File: src/rtl/mdio_pkg.sv
`timescale 1ns/1ps
package mdio_pkg;
  localparam int FRAME_LEN = 64;
  localparam int TA_IDX    = 46;
  localparam int DATA_IDX  = 48;
  localparam int CMD_VALID = 31;
  localparam int CMD_WR    = 1;
  localparam int CMD_RD    = 2;
  localparam int PHY_LSB   = 25;
  localparam int REG_LSB   = 20;
  localparam int WD_LSB    = 4;
  localparam int ST_PEND   = 2;
  localparam int ST_BUSY   = 3;

  typedef struct packed {
    logic        is_rd;
    logic [4:0]  phy;
    logic [4:0]  regno;
    logic [15:0] wdata;
  } mdio_cmd_t;
endpackage

File: src/rtl/mdio_clkdiv.sv
`timescale 1ns/1ps
module mdio_clkdiv #(
  parameter int DIV_HALF = 4
) (
  input  logic clk,
  input  logic rst,
  output logic mdc,
  output logic rise_tick,
  output logic fall_tick
);
  localparam int CW = $clog2(DIV_HALF + 1);

  logic [CW-1:0] cnt;
  logic          wrap;

  assign wrap      = (cnt == CW'(DIV_HALF - 1));
  assign rise_tick = wrap && !mdc;
  assign fall_tick = wrap && mdc;

  always_ff @(posedge clk) begin
    if (rst) begin
      cnt <= '0;
      mdc <= 1'b0;
    end else if (wrap) begin
      cnt <= '0;
      mdc <= !mdc;
    end else begin
      cnt <= cnt + 1'b1;
    end
  end

  AST_MDC_MIN_HALF: assert property (@(posedge clk) disable iff (rst)
    !$stable(mdc) |=> $stable(mdc));
endmodule

File: src/rtl/mdio_shifter.sv
`timescale 1ns/1ps
module mdio_shifter
  import mdio_pkg::*;
(
  input  logic        clk,
  input  logic        rst,
  input  logic        rise_tick,
  input  logic        fall_tick,
  input  logic        start_req,
  input  mdio_cmd_t   cmd,
  input  logic        mdio_i,
  output logic        take,
  output logic        busy,
  output logic        mdio_o,
  output logic        mdio_oe,
  output logic [15:0] rd_data,
  output logic        ta_err,
  output logic        ones_err
);
  localparam int IW = $clog2(FRAME_LEN);

  logic [FRAME_LEN-1:0] frame;
  logic [FRAME_LEN-1:0] sh;
  logic [IW-1:0]        idx;
  logic [IW-1:0]        idx_nx;
  logic                 rd_op;

  assign frame = {32'hFFFF_FFFF, 2'b01,
                  cmd.is_rd ? 2'b10 : 2'b01,
                  cmd.phy, cmd.regno,
                  cmd.is_rd ? 2'b11 : 2'b10,
                  cmd.is_rd ? 16'hFFFF : cmd.wdata};
  assign take   = fall_tick && !busy && start_req;
  assign idx_nx = idx + 1'b1;

  always_ff @(posedge clk) begin
    if (rst) begin
      busy     <= 1'b0;
      idx      <= '0;
      sh       <= '0;
      mdio_o   <= 1'b1;
      mdio_oe  <= 1'b0;
      rd_op    <= 1'b0;
      rd_data  <= '0;
      ta_err   <= 1'b0;
      ones_err <= 1'b0;
    end else begin
      if (take) begin
        busy    <= 1'b1;
        idx     <= '0;
        sh      <= frame << 1;
        mdio_o  <= frame[FRAME_LEN-1];
        mdio_oe <= 1'b1;
        rd_op   <= cmd.is_rd;
        if (cmd.is_rd) begin
          ta_err   <= 1'b0;
          ones_err <= 1'b0;
          rd_data  <= '0;
        end
      end else if (fall_tick && busy) begin
        if (idx == IW'(FRAME_LEN - 1)) begin
          busy    <= 1'b0;
          mdio_oe <= 1'b0;
          mdio_o  <= 1'b1;
          if (rd_op) ones_err <= &rd_data;
        end else begin
          idx     <= idx_nx;
          mdio_o  <= sh[FRAME_LEN-1];
          sh      <= sh << 1;
          mdio_oe <= !(rd_op && (idx_nx >= IW'(TA_IDX)));
        end
      end
      if (rise_tick && busy && rd_op) begin
        if (idx == IW'(TA_IDX + 1)) ta_err <= mdio_i;
        if (idx >= IW'(DATA_IDX)) rd_data <= {rd_data[14:0], mdio_i};
      end
    end
  end

  AST_IDLE_RELEASED: assert property (@(posedge clk) disable iff (rst)
    !busy |-> !mdio_oe);
  AST_READ_RELEASED: assert property (@(posedge clk) disable iff (rst)
    (busy && rd_op && (idx >= IW'(TA_IDX))) |-> !mdio_oe);
endmodule

File: src/rtl/mdio_master.sv
`timescale 1ns/1ps
module mdio_master
  import mdio_pkg::*;
#(
  parameter int DIV_HALF = 4,
  parameter int ADDR_W   = 4
) (
  input  logic              clk,
  input  logic              rst,
  input  logic              bus_wr,
  input  logic [ADDR_W-1:0] bus_addr,
  input  logic [31:0]       bus_wdata,
  output logic [31:0]       bus_rdata,
  output logic              mdc,
  output logic              mdio_o,
  output logic              mdio_oe,
  input  logic              mdio_i
);
  localparam logic [ADDR_W-1:0] A_STATUS = ADDR_W'(4'h0);
  localparam logic [ADDR_W-1:0] A_CMD    = ADDR_W'(4'h8);
  localparam logic [ADDR_W-1:0] A_DATA   = ADDR_W'(4'hC);

  logic        rise_tick, fall_tick, take, busy, pending;
  logic        ta_err, ones_err, accept;
  logic [15:0] rd_data;
  mdio_cmd_t   cmd_q;
  logic [31:0] rmux;

  mdio_clkdiv #(.DIV_HALF(DIV_HALF)) u_div (
    .clk(clk), .rst(rst), .mdc(mdc),
    .rise_tick(rise_tick), .fall_tick(fall_tick)
  );

  mdio_shifter u_shift (
    .clk(clk), .rst(rst), .rise_tick(rise_tick), .fall_tick(fall_tick),
    .start_req(pending), .cmd(cmd_q), .mdio_i(mdio_i), .take(take),
    .busy(busy), .mdio_o(mdio_o), .mdio_oe(mdio_oe), .rd_data(rd_data),
    .ta_err(ta_err), .ones_err(ones_err)
  );

  assign accept = bus_wr && (bus_addr == A_CMD) && bus_wdata[CMD_VALID] &&
                  (bus_wdata[CMD_WR] ^ bus_wdata[CMD_RD]) && !pending;

  always_ff @(posedge clk) begin
    if (rst) begin
      pending <= 1'b0;
      cmd_q   <= '0;
    end else if (accept) begin
      pending     <= 1'b1;
      cmd_q.is_rd <= bus_wdata[CMD_RD];
      cmd_q.phy   <= bus_wdata[PHY_LSB +: 5];
      cmd_q.regno <= bus_wdata[REG_LSB +: 5];
      cmd_q.wdata <= bus_wdata[WD_LSB +: 16];
    end else if (take) begin
      pending <= 1'b0;
    end
  end

  always_comb begin
    rmux = '0;
    if (bus_addr == A_STATUS) begin
      rmux[ST_PEND] = pending;
      rmux[ST_BUSY] = busy;
    end else if (bus_addr == A_DATA) begin
      rmux = {14'b0, ones_err, ta_err, rd_data};
    end
  end

  always_ff @(posedge clk) begin
    if (rst) bus_rdata <= '0;
    else     bus_rdata <= rmux;
  end

  AST_PEND_TO_BUSY: assert property (@(posedge clk) disable iff (rst)
    $fell(pending) |-> busy);
  AST_CMD_HELD: assert property (@(posedge clk) disable iff (rst)
    (pending && !take) |=> $stable(cmd_q));
  AST_MDIO_ON_FALL: assert property (@(posedge clk) disable iff (rst)
    !$stable(mdio_o) |-> $fell(mdc));
endmodule

File: config.mk
export PLATFORM = sky130hd
export DESIGN_NAME = mdio_master
export DESIGN_NICKNAME = d
export VERILOG_FILES = /design/src/rtl/mdio_pkg.sv /design/src/rtl/mdio_clkdiv.sv /design/src/rtl/mdio_shifter.sv /design/src/rtl/mdio_master.sv
export SDC_FILE = /design/constraint.sdc
export NUM_CORES = 1
export LEC_CHECK = 0
export BUFFER_PORTS_ARGS = -buffer_cell sky130_fd_sc_hd__buf_4
export CELL_PAD_IN_SITES_DETAIL_PLACEMENT = 1
export CELL_PAD_IN_SITES_GLOBAL_PLACEMENT = 1
export CORE_ASPECT_RATIO = 1.1
export CORE_UTILIZATION = 42
export DETAILED_ROUTE_END_ITERATION = 10
export PLACE_DENSITY_LB_ADDON = 0.1
export RECOVER_POWER = 25
export SLEW_MARGIN = 20
export SYNTH_ARGS = -nofsm -noshare
export SYNTH_HDL_FRONTEND = slang
export SYNTH_SLANG_ARGS = --single-unit
File: constraint.sdc
create_clock -name clk -period 2.8 [get_ports clk]
set_clock_uncertainty 0.2 [all_clocks]
set_input_delay 0.14 -clock clk [delete_from_list [all_inputs] [get_ports clk]]
set_output_delay 0.14 -clock clk [all_outputs]
set_load 0.03 [all_outputs]
# Word level (Yosys, flattened, before mapping)
# Index checks and enable logic that the tools add are counted.
[totals]
output_inout_bits = 35
regBits = 155
wordCells = 94
inputBits = 40
[op_classes]
bitwise = 3
eq_ne = 7
mux = 30
n_addsub = 2
order_cmp = 2
n_reduce_logical = 30
[ops]
columns = ["op", "n"]
rows = [
  ["two-way mux 64 bit", 3],
  ["two-way mux 16 bit", 5],
  ["two-way mux 1 bit", 19],
  ["AND reduction 16 bit", 1],
  ["equality test 6 bit, second input constant", 2],
  ["greater-or-equal comparator 6 bit, second input constant", 2],
  ["logical AND 1 bit", 12],
  ["equality test 4 bit, second input constant", 2],
  ["nonzero test 2 bit", 4],
  ["adder 6 x 1 -> 6 bit, second input constant", 1],
  ["AND reduction 2 bit", 3],
  ["OR reduction 2 bit", 3],
  ["logical NOT 1 bit", 4],
  ["logical NOT 4 bit", 1],
  ["two-way mux 2 bit", 2],
  ["two-way mux 4 bit", 1],
  ["AND reduction 4 bit", 1],
  ["adder 3 x 1 -> 3 bit, second input constant", 1],
  ["equality test 3 x 2 -> 1 bit, second input constant", 1],
  ["OR reduction 3 bit", 1],
  ["inequality test 2 x 1 -> 1 bit, second input constant", 1],
  ["inequality test 2 bit, second input constant", 1],
  ["inverter 1 bit", 2],
  ["bitwise XOR 1 bit", 1],
]

# Longest topological paths before layout
# Gate-level depths: netlist of the first run.
[depth]
word_depth = 7
mapped_depth = 9
mapped_depth_nobuf = 7

# Hierarchy
# Synthesis of the first run repeated with hierarchy kept, for this count alone.
[unflattened]
cells_unflattened = 634
hier_area_um2 = 5729.2
[modules_own_cells]
columns = ["module", "instances", "area_per_inst_um2", "cells_per_inst"]
rows = [
  ["mdio_shifter", 1, 3662.3, 434],
  ["mdio_master", 1, 1914.3, 186],
  ["mdio_clkdiv", 1, 152.6, 14],
]

# Worst setup path before layout of the first run
# No wires, ideal clock.
[synth_timing]
path_kind = "flip-flop to flip-flop"
startpoint = "register u_div.cnt[0]"
endpoint = "register u_shift.rd_data[0]"
required_ps = 2472
arrival_time_ps = 1687
setup_time_ps = 128
n_path_buf = 2
stages_incl_launch_ff = 10
path_slack_ps = 786
path_cell_list = "dfxtp_1 > ha_1 > ha_1 > buf_2 > nand2_1 > nor3b_2 > a21oi_1 > buf_2 > a22oi_1 > nor2_1"
[synth_via]
elab_chain_len = 7
elab_cells_between_ends = 10
[synth_lines]
columns = ["element", "line_no", "rtl"]
rows = [
  ["start, declared", "mdio_clkdiv.sv:13", "logic [CW-1:0] cnt;"],
  ["start signal, assigned", "mdio_clkdiv.sv:28", "cnt <= cnt + 1'b1;"],
  ["equality test 3 x 2 -> 1 bit (*)", "mdio_clkdiv.sv:16", "assign wrap = (cnt == CW'(DIV_HALF - 1));"],
  ["logical AND 1 bit", "mdio_clkdiv.sv:18", "assign fall_tick = wrap && mdc;"],
  ["logical AND 1 bit (2 in a row)", "mdio_shifter.sv:33", "assign take = fall_tick && !busy && start_req;"],
  ["two-way mux 16 bit", "mdio_shifter.sv:48", "if (take) begin"],
  ["two-way mux 16 bit", "mdio_shifter.sv:75", "if (idx >= IW'(DATA_IDX)) rd_data <= {rd_data[14:0], mdio_i};"],
  ["two-way mux 16 bit (*)", "mdio_shifter.sv:73", "if (rise_tick && busy && rd_op) begin"],
  ["end signal, assigned", "mdio_shifter.sv:75", ""],
  ["end, declared", "mdio_shifter.sv:16", "output logic [15:0] rd_data,"],
]
# Every way passes the cells marked *; elsewhere a longest branch is shown, timed or not.
# A chain may end at the register's enable or synchronous reset.

# Worst setup path in the final report of the first run
[layout_timing]
startpoint = "input port bus_addr[2]"
endpoint = "register cmd_q[26] (netlist bit)"
[layout_via]
elab_chain_len = 5
[layout_lines]
columns = ["element", "line_no", "rtl"]
rows = [
  ["start, declared", "mdio_master.sv:11", "input logic [ADDR_W-1:0] bus_addr,"],
  ["equality test 4 bit", "mdio_master.sv:41", "assign accept = bus_wr && (bus_addr == A_CMD) && bus_wdata[CMD_VALID] &&"],
  ["logical AND 1 bit (3 in a row)", "mdio_master.sv:41", ""],
  ["logical AND 1 bit", "mdio_master.sv:42", "(bus_wdata[CMD_WR] ^ bus_wdata[CMD_RD]) && !pending;"],
  ["end, declared", "mdio_master.sv:26", "mdio_cmd_t cmd_q;"],
]
# Every way passes these cells.

==> results of run 1 <==
## per-stage QoR
stage	area (µm²)	setup slack [ns]	instances	utilization (%)
after floorplan	5450	0.786	649	-
after global placement	5820	0.299	811	46.2
after detailed placement	5820	0.177	811	46.2
after CTS	6760	0.110	879	53.7
after global routing	6690	0.0532	879	53.1
final	6690	0.196	879	53.1
## cells in the final DEF, fill, tap and decap left out, types with 5 or more instances in the layout
master	instances
nand3_1	8
clkbuf_16	17
a22oi_1	27
buf_4	43
dlygate4sd3_1	36
and2_1	16
a311oi_1	17
nand2_1	108
nor3_1	72
a21oi_1	50
nor2_1	78
o21ai_0	5
inv_1	6
dfxtp_1	141
clkbuf_1	25
conb_1	14
nand4_1	7
clkinv_2	5
## logic make-up after synthesis
kind of cell | after synthesis
other cells | 1
buf+inv | 68
flops | 141
xor+xnor | 6
simple gates | 306
fa+ha+maj | 4
compound gates | 110
## tightest hold or removal path, stage by stage
cell	delay, ns
buf_4	0.08
nand4_1	0.06
buf_4	0.24
a21oi_1	0.16
## sequential cells by signal, indices dropped and copies added (netlist names), 3 cells and up
register and count:
u_shift.rd_data 16, u_shift.idx 6, bus_rdata 18, u_div.cnt 3
cmd_q 27, u_shift.sh 63
## path summary, 6_finish.rpt
path	from	endpoint	slack, ns
max	bus_addr[2]	cmd_q[26]	0.20
min	bus_wdata[31]	pending	0.10
max reg2reg	pending	cmd_q[26]	0.25
min reg2reg	u_div.cnt[0]	u_div.cnt[0]	0.23
## power groups by stage
stage	logic, mW	clock network [mW]	registers [mW]
global placement	0.123	0	2.06
global route	0.175	2.35	2.02
finish	0.160	2.21	2.02
CTS	0.161	2.25	2.02
floorplan	0.0846	0	2.06
detailed placement	0.126	0	2.06
## layer usage
metal  routed length, µm  up-vias  share of wire, %
met5                   0        -                 0
met4                 293        0               2.3
met3                 310       28               2.5
met2                6450       65                51
met1                5580     2223                44
li1                    -     2301                 -
## layout make-up
type / instances / area (µm²)
Clock inverter: 7 / 85.1
Multi-Input combinational cell: 440 / 2270
Tap cell: 157 / 196
Clock buffer: 25 / 495
Timing Repair Buffer: 103 / 798
Fill cell: 1510 / 5900
Inverter: 6 / 22.5
Sequential cell: 141 / 2820
## repair_timing
item,CTS,global route
gates resized for setup,0,1
setup endpoints to repair,0,1
buffers inserted,0,0
hold buffers,36,0
hold endpoints to repair,43,0
==> qor.txt, run 1 <==
Mux cell area share after synthesis = 0%
Vias in the first global route = 4,664
Synth area leaders = dfxtp_1 52%, nand2_1 7.5%, nor3_1 6.7%, nor2_1 5.4%, a21oi_1 4.7%
Pwr per Cell Area = 656 nW/µm²
Detail Placement HPWL = 7.33 mm
Register bit total from synthesis = 141
Tightest Pin Transition = 0.754 ns
Status = finished, final reports clean
Asr flop ratio synth = 0%
Busiest grt layer = met2
Class of the worst hold path = in -> reg
Cell family with most CP delay = buffers and inverters
Row cnt = 43
NetSw = 0.904 mW
Synth Area in XOR/XNOR = 0.972%
Part of the power in registers = 46.0%
Clk buf depth = 2
Final setup viols = 0
Startpoint Class = input pin
Leak = 2.52 nW
Reg2Reg Depth = 7
CP max stage cell = dlygate4sd3_1
CP required = 2.96 ns
Pwr Total = 4.39 mW
Unrepaired setup endpoints after global routing = false
Area of the die = 13,300 µm²
Synth warn = 0
Compound-Gate Fraction of Synth Area = 13.3%
Most used DFF post-synth = dfxtp_1
CP bufs+invs = 4
Initial Util = 42.9%
CP most frequent cell = dlygate4sd3_1
Max stage delay on crit path = 0.59 ns
Number of enable flip-flop cells after synthesis = 0
Critical Path AT = 2.76 ns
Die Ht = 121 µm
Min-Delay Path Depth = 4
Max Clk Rate = 384 MHz
Layout cells sized above 1 = 11.5%
DRT antenna net count = 0
Most numerous cell in the Yosys netlist = dfxtp_1
Post-Synth Simple-Gate Area = 25.6%
Final Hold Violating Endpoints = 0
DR iter-0 viols = 123
Final Cycle Share = 93.0%
Logic pwr share = 3.6%
Critical path type = in -> reg
Clock Tree Root = clkbuf_16
Via Count = 4,617
Congestion Overflow GR = 0
GR Util met1 = 23.8%
Synth top area share = 52.2%
CP cell instances = dlygate4sd3_1, buf_4, and4bb_2, nand3_1, nor2_1, o21ai_0, dlygate4sd3_1, a21oi_1, dlygate4sd3_1
Remaining DRCs = 0
Adder-Cell Fraction of Synth Area = 0.926%
CTS Sinks = 141
Post-Syn Area = 5400 µm²
Post-synthesis sequential area ratio = 52.2%
Drt wl/cell = 14.4 µm
Slew margin rel. = 49.5%
First-pass GRT wire length = 21.5 mm
Routed wire length = 12.6 mm
Synth cell types = 41
Synth area leader = dfxtp_1
Initial antenna violation count = 0
Synth cell count leaders = 141 x dfxtp_1, 108 x nand2_1, 78 x nor2_1, 72 x nor3_1, 51 x a21oi_1
H-Tree Depth = 4
Worst vdd ir = 0.000406 V
Max Slew Vio Count = 0
Mean area per synthesized cell = 8.50 µm²
CP Max Fanout = 5
Die width = 110 µm
All-layer global routing usage = 20.8%
Via density = 5.25
Hold WS = 0.102 ns
1st-pass router iterations = 4
Number of max-cap violations = 0
Ant diodes = 0
Setup_tns = 0 ns
Clock transition at path regs = 0.05 ns
Total core area = 12,600 µm²
Switching share of power = 20.6%
Clock power frac = 50.3%
Met3 Track Usage GR = 4.62%
Layout area overhead = 23.8%
CP Depth = 9
Endpoint type of the worst setup path = register
Final min period = 2.60 ns
Largest net degree at the start of global routing = 70
Mapped Cells = 636
CTS tree = built
Met2 usage = 36.2%
IO Port Bufs = 57
Largest family of logic cells by synthesized area = simple AND/OR/NAND/NOR gates
# nets final = 753
Skew-Pair Late Insertion Delay = 0.42 ns
CTS buffer count = 17
I/O pins = 75
Pint = 3.49 mW
Final Wtd Congestion = 0.738
Power figures use the tool's default switching activity.
==> run 2: changes to the inputs <==
- PLACE_DENSITY_LB_ADDON: 0.1 -> 0.08
==> run 2 against run 1 <==
  * Register-to-register slack worse by 0.07 ns
  * Utilization down 0.23 points
  * Largest power group unchanged
  * Sequential power about the same
  * Design area down 0.43%
  * Highest routed layer unchanged
  * Via count down 0.45%
  * Flip-flop and latch count unchanged
  * Clock power down 6%
  * Global-route usage up 0.27 points
  * Clock-buffer cell count down 8
==> qor.txt, run 2 (synthesis results as in run 1) <==
Status = finished, final reports clean
Largest register by flop count = u_shift.sh
Met2 usage = 36.4%
Clock power frac = 48.8%
Largest net degree at the start of global routing = 59
Final Cycle Share = 95.7%
Post-CTS Setup Inserts = 0
Row cnt = 43
Initial Util = 42.9%
Slew margin rel. = 49.1%
1st-pass router iterations = 4
DRT antenna net count = 0
Regs by FF count = u_shift.sh x63, cmd_q x27, bus_rdata x18
Die Ht = 121 µm
Max Slew Vio Count = 0
Layout area overhead = 23.2%
Setup_tns = 0 ns
CTS buffer count = 17
Via Count = 4,596
Commonest non-fill, non-tap cell in the layout = dfxtp_1
Ant diodes = 0
Initial antenna violation count = 0
Layout cells sized above 1 = 11.9%
Pint = 3.30 mW
H-Tree Depth = 4
I/O pins = 75
Drt wl/cell = 14.6 µm
DR iter-0 viols = 203
GR Util met1 = 25.2%
# nets final = 754
Vias in the first global route = 4,772
Congestion Overflow GR = 0
Final Non-Filler Cells = 880
Max stage delay on crit path = 0.58 ns
Remaining DRCs = 0
Most frequent cells in the layout = 141 x dfxtp_1, 108 x nand2_1, 78 x nor2_1
CTS resizes = 0
Final Hold Violating Endpoints = 0
Switching share of power = 22.5%
Total core area = 12,600 µm²
Dpl cells = 812
All-layer global routing usage = 21.1%
Logic pwr share = 3.8%
Endpoint type of the worst setup path = register
Area of the die = 13,300 µm²
Tightest Pin Transition = 0.760 ns
Cell family with most CP delay = buffers and inverters
Clk buf depth = 2
CP most frequent cell = dlygate4sd3_1
Critical path type = in -> reg
Unrepaired setup endpoints after global routing = false
Skew-Pair Late Insertion Delay = 0.41 ns
Final min period = 2.68 ns
Via density = 5.22
Detail Placement HPWL = 7.75 mm
CP max stage cell = dlygate4sd3_1
Post-layout util = 52.9%
Leak = 2.49 nW
Number of max-cap violations = 0
CP required = 2.95 ns
CP bufs+invs = 4
Critical Path AT = 2.83 ns
Max FFs per register = 63
CP Max Fanout = 5
First-pass GRT wire length = 22.1 mm
Pwr Total = 4.26 mW
Part of the power in registers = 47.4%
Max Clk Rate = 373 MHz
IO Port Bufs = 57
Pwr per Cell Area = 640 nW/µm²
Class of the worst hold path = in -> reg
CTS tree = built
Clock Tree Root = clkbuf_16
Die width = 110 µm
Startpoint Class = input pin
Final Wtd Congestion = 0.748
Clock transition at path regs = 0.06 ns
CP cell instances = dlygate4sd3_1, buf_4, and4bb_2, nand3_1, nor2_1, o21ai_0, dlygate4sd3_1, a21oi_1, dlygate4sd3_1
Routed wire length = 12.8 mm
NetSw = 0.960 mW
Busiest grt layer = met2
Final setup viols = 0
Worst vdd ir = 0.000407 V
Met3 Track Usage GR = 5.64%
CTS Sinks = 141
[run 2: cell types whose count changed in the layout (fill, tap and decap cells not counted), moves of 2 or more]
cell / previous run / this run
and2_1: 16 / 14
and2_0: 0 / 2
clkbuf_1: 25 / 22
clkinv_4: 0 / 3
clkinvlp_4: 0 / 6
clkbuf_8: 4 / 0
[run 2: metal layers]
layer / vias to the layer above / wire [µm]
met5: - / 0
met3: 10 / 279
met1: 2241 / 5820
met4: 0 / 131
li1: 2295 / -
met2: 50 / 6580
[run 2: metrics by stage]
step	instance area [µm²]	worst slack, ns	hold WS (ns)
final	6660	0.119	0.0985
after global routing	6660	0.0284	0.105
after CTS	6760	0.205	0.102
after detailed placement	5850	0.273	0.202
after global placement	5840	0.275	0.197
after floorplan	5450	0.786	0.0805
[run 2: worst reg2reg max path: cells and delay by family, from the launching register on]
| kind | cells | cell delay (ns) |
|---|---|---|
| flops | 1 | 0.35 |
| buf+inv | 2 | 1.16 |
| simple gates | 3 | 0.61 |
| compound gates | 2 | 0.24 |
[run 2: worst paths after layout]
kind	endpoint	slack [ns]	start	cells past startpoint
setup / recovery	cmd_q[26]	0.12	bus_addr[2]	9
hold / removal	pending	0.1	bus_wdata[31]	4
setup reg to reg	cmd_q[26]	0.18	pending	7
hold reg to reg	u_div.cnt[0]	0.25	u_div.cnt[0]	1
[run 2: cell type report]
cell class,instances,area [µm²]
Timing Repair Buffer,104,811
Clock buffer,17,425
Sequential cell,141,2820
Tap cell,157,196
Multi-Input combinational cell,440,2260
Clock inverter,15,126
Inverter,6,22.5
Fill cell,1524,5930
[run 2: what timing repair did]
item	CTS	global route
endpoints found under the setup margin	0	0
hold endpoints to repair	34	0
hold buffers	36	0
[run 2: power by group through the flow]
stage / registers, mW / clock network [mW] / logic (mW)
final: 2.02 / 2.08 / 0.163
after detailed placement: 2.06 / 0 / 0.130
after CTS: 2.02 / 2.13 / 0.164
after global placement: 2.06 / 0 / 0.124
after floorplan: 2.06 / 0 / 0.0846
after global routing: 2.02 / 2.22 / 0.176
==> run 3: changes to the inputs <==
- clock period: 2.8 -> 2.7 ns (I/O delays scaled with it)
==> run 3 against run 2 <==
  * Via count grew 1.2%
  * Die area is the same
  * Combinational power grew 4%
  * Sequential share of layout area shrank 1.0 points
  * Wire length grew 4.5%
  * Register-to-register slack gained 0.05 ns
  * Utilization grew 1.3 points
  * Final cell count grew 0.34%
  * Non-clock buffer count grew 3
  * Critical path type unchanged
  * Sequential power grew 4%
==> qor.txt, run 3 (synthesis results as in run 1) <==
Final setup viols = 0
Routed wl met2 = 7.10 mm
CTS buffer count = 17
Initial antenna violation count = 0
Placed cell area = 5850 µm²
Reg2Reg Capture Point = cmd_q[26]
Largest register by flop count = u_shift.sh
Max stage delay on crit path = 0.56 ns
CTS Sinks = 141
Class of the worst hold path = in -> reg
Layout area overhead = 26.3%
Pint = 3.99 mW
Setup_tns = 0 ns
Final instance area = 6830 µm²
Commonest non-fill, non-tap cell in the layout = dfxtp_1
Number of max-cap violations = 0
All-layer global routing usage = 22.2%
Clock transition at path regs = 0.06 ns
# nets final = 757
Clk buf depth = 2
CP max stage cell = dlygate4sd3_1
Final Wtd Congestion = 0.743
Hold path start = bus_wdata[31]
Hold WS = 0.199 ns
CP cell instances = dlygate4sd3_1, buf_4, and4bb_2, nand3_2, nor2_1, o21ai_0, dlygate4sd3_1, a21oi_1, dlygate4sd3_1
CP most frequent cell = dlygate4sd3_1
Largest net degree at the start of global routing = 58
Hold endpoint = cmd_q[21]
NetSw = 0.996 mW
Switching share of power = 20.0%
Status = finished, final reports clean
Initial Util = 42.9%
1st-pass router iterations = 5
Met1 Wirelength = 5.88 mm
Final Cycle Share = 93.8%
Worst vdd ir = 0.000509 V
Via density = 5.27
Tightest Pin Transition = 1.35 ns
Detail Placement HPWL = 7.78 mm
CTS tree = built
Post-layout util = 54.2%
Vias in the first global route = 4,861
DRT antenna net count = 0
Dpl cells = 815
Slew margin rel. = 10.2%
Final Non-Filler Cells = 883
Clock Tree Root = clkbuf_16
Critical Path AT = 2.70 ns
Remaining DRCs = 0
Part of the power in registers = 42.0%
Regs by FF count = u_shift.sh x63, cmd_q x27, bus_rdata x18
Pwr per Cell Area = 731 nW/µm²
Post-CTS Setup Inserts = 0
Row cnt = 43
Most frequent cells in the layout = 141 x dfxtp_1, 108 x nand2_1, 78 x nor2_1
Area of the die = 13,300 µm²
Ant diodes = 0
Routed wire length = 13.4 mm
Logic pwr share = 3.4%
Via Count = 4,651
First-pass GRT wire length = 23.0 mm
Leak = 2.57 nW
Max FFs per register = 63
Final min period = 2.53 ns
H-Tree Depth = 4
Endpoint type of the worst setup path = register
Critical path type = in -> reg
Layout cells sized above 1 = 12.3%
Skew-Pair Late Insertion Delay = 0.42 ns
Top routing layer used = met4
Met3 WL = 256 µm
Total core area = 12,600 µm²
DR iter-0 viols = 186
Max Slew Vio Count = 0
Final Hold Violating Endpoints = 0
I/O pins = 75
Congestion Overflow GR = 0
Die width = 110 µm
Clock power frac = 54.6%
CP required = 2.86 ns
Unrepaired setup endpoints after global routing = false
Reg2Reg Depth = 7
IO Port Bufs = 57
Die Ht = 121 µm
Startpoint Class = input pin
Drt wl/cell = 15.2 µm
Min-Delay Path Depth = 6
Reg2reg setup slack = 0.23 ns
Reg2reg start = pending
Max Clk Rate = 395 MHz
CP Max Fanout = 5
## run 3: changes by cell type in the layout (fill, tap and decap cells not counted), moves of 2 or more
cell / previous run / this run
clkinvlp_4: 6 / 3
bufinv_16: 1 / 7
and2_0: 2 / 0
buf_4: 43 / 46
clkinv_2: 5 / 2
clkbuf_1: 22 / 24
nand3_1: 9 / 7
and2_1: 14 / 16
## run 3: routing by layer
layer | vias to the layer above | GRT usage (%)
met5 | - | 0
met4 | 0 | 8.22
met3 | 8 | 5.37
met2 | 55 | 37.9
met1 | 2279 | 26.8
li1 | 2309 | -
## run 3: metrics by stage
step,power [mW],setup WS (ns)
3_5_place_dp,2.28,0.214
2_1_floorplan,2.23,0.686
3_3_place_gp,2.27,0.272
5_1_grt,5.14,0.0243
4_1_cts,5.04,0.166
6_report,4.99,0.167
## run 3: power by group through the flow
stage	combinational, mW	clock [mW]	sequential (mW)
finish	0.170	2.72	2.10
global route	0.183	2.86	2.10
CTS	0.171	2.78	2.10
detailed placement	0.135	0	2.14
global placement	0.130	0	2.14
floorplan	0.0877	0	2.14
## run 3: repair_timing
| item | in CTS | in global routing |
|---|---|---|
| setup endpoints to repair | 0 | 1 |
| gates resized for setup | 0 | 1 |
| hold buffers | 36 | 0 |
| endpoints found under the hold margin | 34 | 0 |
## run 3: how the worst max path moves through the flow
stage / from / endpoint / depth (start not counted)
floorplan: u_div.cnt[0] / u_shift.rd_data[0] / 9
global placement: u_div.cnt[0] / u_shift.rd_data[2] / 7
detailed placement: u_div.cnt[0] / u_shift.rd_data[12] / 7
CTS: u_div.cnt[0] / u_shift.rd_data[2] / 7
global route: bus_addr[2] / cmd_q[26] / 9
finish: bus_addr[2] / cmd_q[26] / 9
## run 3: cell type report
cell class | count | area, µm²
Inverter | 6 | 22.5
Tap cell | 157 | 196
Sequential cell | 141 | 2820
Timing Repair Buffer | 107 | 816
Clock inverter | 15 | 269
Multi-Input combinational cell | 440 | 2270
Fill cell | 1465 | 5760
Clock buffer | 17 | 425
## run 3: worst max-delay path, delay by kind of cell
kind                   cells  cell delay (ns)
AOI/OAI and AO/OA          2             0.20
buffers and inverters      4             1.80
and+or+nand+nor            3             0.55
